`src/rtl/phy_seq_pkg.sv`:
```
package phy_seq_pkg;

   localparam int AW     = 8;
   localparam int DW     = 8;
   localparam int STEP_W = 5;

   typedef enum logic [2:0] {
      OP_WR,
      OP_POLL_CLR,
      OP_POLL_SET,
      OP_PAUSE,
      OP_SKIP,
      OP_END
   } op_kind_e;

   typedef enum logic [1:0] {
      LINK_G1 = 2'd1,
      LINK_G2 = 2'd2,
      LINK_G3 = 2'd3
   } link_gen_e;

   typedef struct packed {
      op_kind_e         kind;
      logic [AW-1:0]    addr;
      logic [DW-1:0]    data;   // write value, or mask for polls
   } seq_op_t;

   function automatic seq_op_t mk_wr(input logic [AW-1:0] a, input logic [DW-1:0] d);
      return '{kind: OP_WR, addr: a, data: d};
   endfunction

   function automatic seq_op_t mk_poll(input op_kind_e k, input logic [AW-1:0] a,
                                       input logic [DW-1:0] m);
      return '{kind: k, addr: a, data: m};
   endfunction

   function automatic seq_op_t mk_skip();
      return '{kind: OP_SKIP, addr: '0, data: '0};
   endfunction

endpackage

```
`src/rtl/phy_seq_step_rom.sv`:
```
module phy_seq_step_rom
   import phy_seq_pkg::*;
(
   input  logic [STEP_W-1:0] idx,
   input  link_gen_e         gen,
   input  logic              inv,
   output seq_op_t           op
);

   logic [1:0]    spd;
   logic          g1, g3;
   logic [DW-1:0] ctl_fin;

   assign g1      = (gen == LINK_G1);
   assign g3      = (gen == LINK_G3);
   assign spd     = gen - 2'd1;
   assign ctl_fin = {2'b00, inv, 5'b01000};

   always_comb begin
      op = mk_skip();
      unique case (idx)
         5'd0:  op = mk_wr(8'h00, 8'h96);
         5'd1:  op = inv ? mk_wr(8'h02, 8'h20) : mk_skip();
         5'd2:  op = mk_wr(8'h10, 8'h01);
         5'd3:  op = mk_wr(8'h72, 8'h40);
         5'd4:  op = mk_wr(8'h12, {3'b000, spd, 1'b0, spd});
         5'd5:  op = mk_poll(OP_POLL_CLR, 8'h01, 8'h03);
         5'd6:  op = mk_wr(8'h41, g1 ? 8'h1E : 8'h0F);
         5'd7:  op = g3 ? mk_skip() : mk_wr(8'h42, 8'h33);
         5'd8:  op = g3 ? mk_skip() : mk_wr(8'h51, 8'h02);
         5'd9:  op = g3 ? mk_skip() : mk_wr(8'h47, 8'h2A);
         5'd10: op = mk_wr(8'h40, 8'h13);
         5'd11: op = mk_poll(OP_POLL_SET, 8'h40, 8'h0C);
         5'd12: op = mk_wr(8'h20, g3 ? 8'h12 : (g1 ? 8'h10 : 8'h01));
         5'd13: op = mk_wr(8'h21, g3 ? 8'h64 : (g1 ? 8'h03 : 8'h04));
         5'd14: op = mk_wr(8'h22, g1 ? 8'h04 : 8'h02);
         5'd15: op = g3 ? mk_wr(8'h23, 8'h00) : mk_skip();
         5'd16: op = g1 ? mk_skip() : mk_wr(8'h25, g3 ? 8'h31 : 8'h11);
         5'd17: op = mk_wr(8'h00, 8'h10);
         5'd18: op = '{kind: OP_PAUSE, addr: '0, data: '0};
         5'd19: op = mk_wr(8'h56, 8'h03);
         5'd20: op = mk_wr(8'h57, 8'h63);
         5'd21: op = mk_wr(8'h58, 8'h00);
         5'd22: op = mk_wr(8'h59, 8'hF1);
         5'd23: op = mk_wr(8'h50, g1 ? 8'h8D : 8'hCD);
         5'd24: op = mk_poll(OP_POLL_SET, 8'h01, 8'h03);
         5'd25: op = mk_wr(8'h10, 8'h00);
         5'd26: op = mk_wr(8'h72, 8'h00);
         5'd27: op = mk_wr(8'h00, 8'h10);
         5'd28: op = mk_wr(8'h02, ctl_fin);
         5'd29: op = mk_wr(8'h86, 8'h61);
         5'd30: op = mk_wr(8'h00, 8'h00);
         default: op = '{kind: OP_END, addr: '0, data: '0};
      endcase
   end

endmodule

```
`src/rtl/phy_seq_cycle_timer.sv`:
```
module phy_seq_cycle_timer #(
   parameter int CNT_W = 8
) (
   input  logic             clk,
   input  logic             rst_n,
   input  logic             clr,
   output logic [CNT_W-1:0] cnt
);

   always_ff @(posedge clk or negedge rst_n) begin
      if (!rst_n)            cnt <= '0;
      else if (clr)          cnt <= '0;
      else if (cnt != '1)    cnt <= cnt + 1'b1;
   end

endmodule

```
`src/rtl/phy_bringup_seq.sv`:
```
module phy_bringup_seq
   import phy_seq_pkg::*;
#(
   parameter int TIMEOUT_CYC = 10_000_000,
   parameter int DELAY_CYC   = 12_500
) (
   input  logic          clk,
   input  logic          rst_n,
   input  logic          start,
   input  logic [1:0]    gen_sel,
   input  logic          tx_inv,
   output logic          done,
   output logic          error,
   output logic [AW-1:0] bus_addr,
   output logic [DW-1:0] bus_wdata,
   output logic          bus_wr,
   output logic          bus_rd,
   input  logic [DW-1:0] bus_rdata,
   input  logic          bus_ready
);

   localparam int LIMIT = (TIMEOUT_CYC > DELAY_CYC) ? TIMEOUT_CYC : DELAY_CYC;
   localparam int CNT_W = $clog2(LIMIT + 1);

   generate
      if (TIMEOUT_CYC < 1) begin : g_bad_timeout
         $error("TIMEOUT_CYC must be at least 1");
      end
      if (DELAY_CYC < 1) begin : g_bad_delay
         $error("DELAY_CYC must be at least 1");
      end
   endgenerate

   typedef enum logic [1:0] {ST_IDLE, ST_RUN, ST_PAUSE} seq_state_e;

   seq_state_e        state_q;
   logic [STEP_W-1:0] step_q;
   link_gen_e         gen_q;
   logic              inv_q;
   seq_op_t           op;
   logic [CNT_W-1:0]  tcnt;
   logic              is_poll, poll_met, adv, go_pause, tmr_clr;
   logic              tmo_hit, pause_end, abort;

   phy_seq_step_rom u_rom (
      .idx (step_q),
      .gen (gen_q),
      .inv (inv_q),
      .op  (op)
   );

   phy_seq_cycle_timer #(.CNT_W(CNT_W)) u_tmr (
      .clk   (clk),
      .rst_n (rst_n),
      .clr   (tmr_clr),
      .cnt   (tcnt)
   );

   assign is_poll   = (op.kind == OP_POLL_CLR) || (op.kind == OP_POLL_SET);
   assign poll_met  = (op.kind == OP_POLL_CLR) ? ((bus_rdata & op.data) == '0)
                                               : ((bus_rdata & op.data) == op.data);
   assign tmo_hit   = (tcnt >= CNT_W'(TIMEOUT_CYC));
   assign pause_end = (tcnt == CNT_W'(DELAY_CYC - 1));

   always_comb begin
      adv      = 1'b0;
      go_pause = 1'b0;
      abort    = 1'b0;
      if (state_q == ST_RUN) begin
         unique case (op.kind)
            OP_SKIP:  adv = 1'b1;
            OP_WR:    adv = bus_ready;
            OP_PAUSE: go_pause = 1'b1;
            OP_POLL_CLR, OP_POLL_SET: begin
               adv   = bus_ready && poll_met;
               abort = bus_ready && !poll_met && tmo_hit;
            end
            default: ;
         endcase
      end else if (state_q == ST_PAUSE) begin
         adv = pause_end;
      end
   end

   assign tmr_clr = adv || go_pause || (state_q == ST_IDLE);

   always_ff @(posedge clk or negedge rst_n) begin
      if (!rst_n) begin
         state_q <= ST_IDLE;
         step_q  <= '0;
         gen_q   <= LINK_G1;
         inv_q   <= 1'b0;
         done    <= 1'b0;
         error   <= 1'b0;
      end else begin
         done <= 1'b0;
         if (adv) step_q <= step_q + 1'b1;
         unique case (state_q)
            ST_IDLE: if (start) begin
               state_q <= ST_RUN;
               step_q  <= '0;
               error   <= 1'b0;
               inv_q   <= tx_inv;
               gen_q   <= (gen_sel == 2'd3) ? LINK_G3 :
                          (gen_sel == 2'd2) ? LINK_G2 : LINK_G1;
            end
            ST_RUN: begin
               if (op.kind == OP_END) begin
                  done    <= 1'b1;
                  state_q <= ST_IDLE;
               end else if (go_pause) begin
                  state_q <= ST_PAUSE;
               end else if (abort) begin
                  error   <= 1'b1;
                  state_q <= ST_IDLE;
               end
            end
            ST_PAUSE: if (pause_end) state_q <= ST_RUN;
            default: state_q <= ST_IDLE;
         endcase
      end
   end

   assign bus_wr    = (state_q == ST_RUN) && (op.kind == OP_WR);
   assign bus_rd    = (state_q == ST_RUN) && is_poll;
   assign bus_addr  = (bus_wr || bus_rd) ? op.addr : '0;
   assign bus_wdata = bus_wr ? op.data : '0;

endmodule

```
`config.mk`:
```
export PLATFORM = sky130hd
export DESIGN_NAME = phy_bringup_seq
export DESIGN_NICKNAME = d
export VERILOG_FILES = /design/src/rtl/phy_seq_pkg.sv /design/src/rtl/phy_seq_step_rom.sv /design/src/rtl/phy_seq_cycle_timer.sv /design/src/rtl/phy_bringup_seq.sv
export SDC_FILE = /design/constraint.sdc
export NUM_CORES = 1
export LEC_CHECK = 0
export ABC_AREA = 1
export BUFFER_PORTS_ARGS = -buffer_cell sky130_fd_sc_hd__buf_2
export CORE_MARGIN = 2
export CORE_UTILIZATION = 44
export CTS_CLUSTER_SIZE = 16
export DETAILED_ROUTE_END_ITERATION = 10
export GPL_ROUTABILITY_DRIVEN = 0
export HOLD_SLACK_MARGIN = 0.06
export PLACE_DENSITY_LB_ADDON = 0.1
export SLEW_MARGIN = 20
export SYNTH_ARGS = -nofsm -noshare
export SYNTH_HDL_FRONTEND = slang
export SYNTH_SLANG_ARGS = --single-unit
```
`constraint.sdc`:
```
create_clock -name clk -period 2.69 [get_ports clk]
set_clock_uncertainty 0.15 [all_clocks]
set_input_delay 0.4035 -clock clk [delete_from_list [all_inputs] [get_ports clk]]
set_output_delay 0.4035 -clock clk [all_outputs]
set_load 0.005 [all_outputs]
```
==> metrics.csv <==
stage,metric,value,unit
status,status,"complete, but fails checks",
status,violations,negative setup slack,
route,viasPerCell,5.149,
synthesis,ys_seq_area_share,25.94,%
timing,min_period_over_period,116.0,%
route,ant_nets,0,
die,initial_core_util,45.23,%
final_layout,mostFrequentLayoutCells,"nand2_1 (108), buf_4 (94), nor2_1 (63)",
clock_network,clkLatencyLatePin,290,ps
placed_design,hpwlAfterDp,7.930,mm
final_layout,nets,696,
setup_path,required,2140,ps
global_route,grt_pass1_vias,3798,
global_route,antenna_found_initial,0,
route,dr.pass1.iters,4,
synthesis,yosys.area.top_type,dfrtp_1,
clock_network,cts.clk_slew.worst_paths,70,ps
timing,finalHoldViolations,0,
route,finalWirelength,10.45,mm
setup_path,worst-path-max-fanout,8,
timing,layout_min_cycle_time,3121,ps
synthesis,synth_nets,559,
synthesis,yosys_warnings,0,
clock_network,h-tree-depth,2,
clock_network,cts-root-buf,clkbuf_8,
placed_design,port_buffers,34,
route,drt_iter0_markers,163,
pwr,total_power,5.762,mW
synthesis,async_reset_ff_share,100.0,%
clock_network,ctsHoldBuffers,0,
setup_path,end_kind,primary output,
final_layout,final_common_cell,nand2_1,
synthesis,synth_area,0.003477,mm2
timing,tns,-17940,ps
timing,setup_viol,47,
global_route,grt_max_degree,37,
global_route,grt_pass1_wl,17.79,mm
clock_network,cts_buffer_depth,2,
timing,slew_violations,0,
final_layout,fin_util,64.52,%
route,wl_per_cell,13.52,um
setup_path,worst_setup_path_start_kind,register,
pwr,peakVddDrop,0.6205,mV
clock_network,cts_buffers,5,
setup_path,arrival,2570,ps
timing,fmax,320.4,MHz
pwr,powerDensity,1162,mW/mm2
synthesis,syn_inst,533,
die,core-area,0.007687,mm2
die,die_y,92.90,um
flow_run,maxCapViolations,0,
synthesis,ys.flop_type,dfrtp_1,
synthesis,yosys-top-cells-area,"dfrtp_1 (25%), nand2_1 (13%), nand3_1 (8.5%), nor2_1 (7.7%), inv_1 (7.3%)",
clock_network,cts.sinks,36,
final_layout,layout.cells.non_filler,773,
synthesis,ys_seq_elements,36,
die,die_area,0.008629,mm2
placed_design,place_inst,734,
final_layout,area_growth,42.64,%
timing,holdWs,36.44,ps
setup_path,reg2reg_depth,23,
timing,worst_pin_slew,801.4,ps
synthesis,synth.avg_cell_area,6.524,um2
die,rows,32,
global_route,grt_usage,25.56,%
synthesis,synth_cell_types,42,
synthesis,synth.top_cell.area_share,25.19,%
die,num_io_pins,35,
synthesis,synth_edf_count,0,
hold_path,hold_class,input pin to async pin,
timing,rsz0062_at_grt,true,
final_layout,diodes,0,
die,fp.dieW,92.90,um
pwr,p_leak,2.546,nW
timing,setup_slack,-431.2,ps
final_layout,drive_gt1_share,36.81,%
timing,slew_headroom,46.57,%
clock_network,cts_tree,done,
setup_path,critical_path_class,register to primary output,
final_layout,num-fill-cells,709,
global_route,gr-total-overflow,0,
route,drcViolationCount,0,
route,vias,3980,
final timing paths:
check | startpoint | to | slack (ps)
setup reg to reg | step_q[0] | u_tmr.cnt[20] | -410
max in group asynchronous | rst_n | step_q[2] | 1780
min in group clk | tx_inv | inv_q | 180
setup / recovery | step_q[0] | bus_wdata[4] | -430
hold reg to reg | error | error | 370
hold / removal | rst_n | done | 40
registers in the layout (all words and copies together), names as in the netlist:
signal and flops:
done 1, state_q 2, error 1, gen_q 2, inv_q 1, step_q 5
u_tmr.cnt 24
cell type report:
type / instances / area (um2) / share of cell area, %
Clock buffer: 6 / 72.57 / 1.463
Clock inverter: 2 / 35.03 / 0.7064
Inverter: 73 / 282.8 / 5.701
Multi-Input combinational cell: 410 / 2396 / 48.31
Sequential cell: 36 / 907.1 / 18.29
Tap cell: 102 / 127.6 / 2.573
Timing Repair Buffer: 144 / 1139 / 22.96
critical path, cell delays in order (launching register included):
cell        delay, ps
dfrtp_2           480
inv_4             110
buf_12            100
ha_4              150
buf_6             130
nand3_2            80
nand2_1            90
nor2_1             50
nand2_1            90
nor2_4             60
nand2_4           100
nand3_2           100
nor2_4            120
buf_6             110
clkinvlp_4        160
a31oi_1           190
buf_2             140
kinds of logic after synthesis:
group	after synthesis	synth area share (%)
AO/OA/AOI/OAI	43	7.449
AND/OR/NAND/NOR	339	47.39
XOR/XNOR	17	4.282
buffers and inverters	87	10.97
flip-flops	36	25.94
adder cells (fa/ha/maj)	11	3.958
report_power, final:
group / leakage (nW) / switching (mW) / internal (mW)
combinational: 2.01 / 2.30 / 2.23
sequential: 0.479 / 0.118 / 0.650
clock: 0.0552 / 0.190 / 0.275
per-stage QoR:
step	worst slack, ps	cell area, um2
finish	-431.2	4960
global route	-576.0	4960
CTS	-345.9	4850
detailed placement	-201.0	4303
global placement	-191.8	4303
floorplan	29.94	3480
timing repair:
item                                    4_1_cts  5_1_grt
endpoints found under the setup margin       47       49
resized for setup                            53       17
buffers inserted                             24        5
gates cloned                                  2        0
pin swaps                                    13        5
cell usage after synthesis (2+ instances only):
library cell	number
nand2_1	118
nand3b_1	3
nor2_4	4
nand4_1	17
buf_2	6
nand3_1	59
o21ai_1	3
a41oi_1	3
ha_1	11
buf_6	5
nor2_1	71
o211ai_1	4
buf_4	2
inv_1	68
dfrtp_1	35
o21ai_0	8
a31oi_1	7
a21boi_0	2
nor2_2	25
o22ai_1	2
nor4_1	7
nand3_2	4
a21oi_1	12
nand2_4	3
xor2_1	16
inv_2	4
nor3_1	16
nand2_2	4
metal layers:
metal | vias up | share of wire (%) | GRT usage (%)
met4 | 0 | 4.0 | 11.40
met5 | - | 0 | 0
met2 | 116 | 51 | 46.50
met1 | 1812 | 42 | 30.24
met3 | 35 | 3.6 | 2.522
li1 | 2017 | - | -
Power figures use the tool's default switching activity.
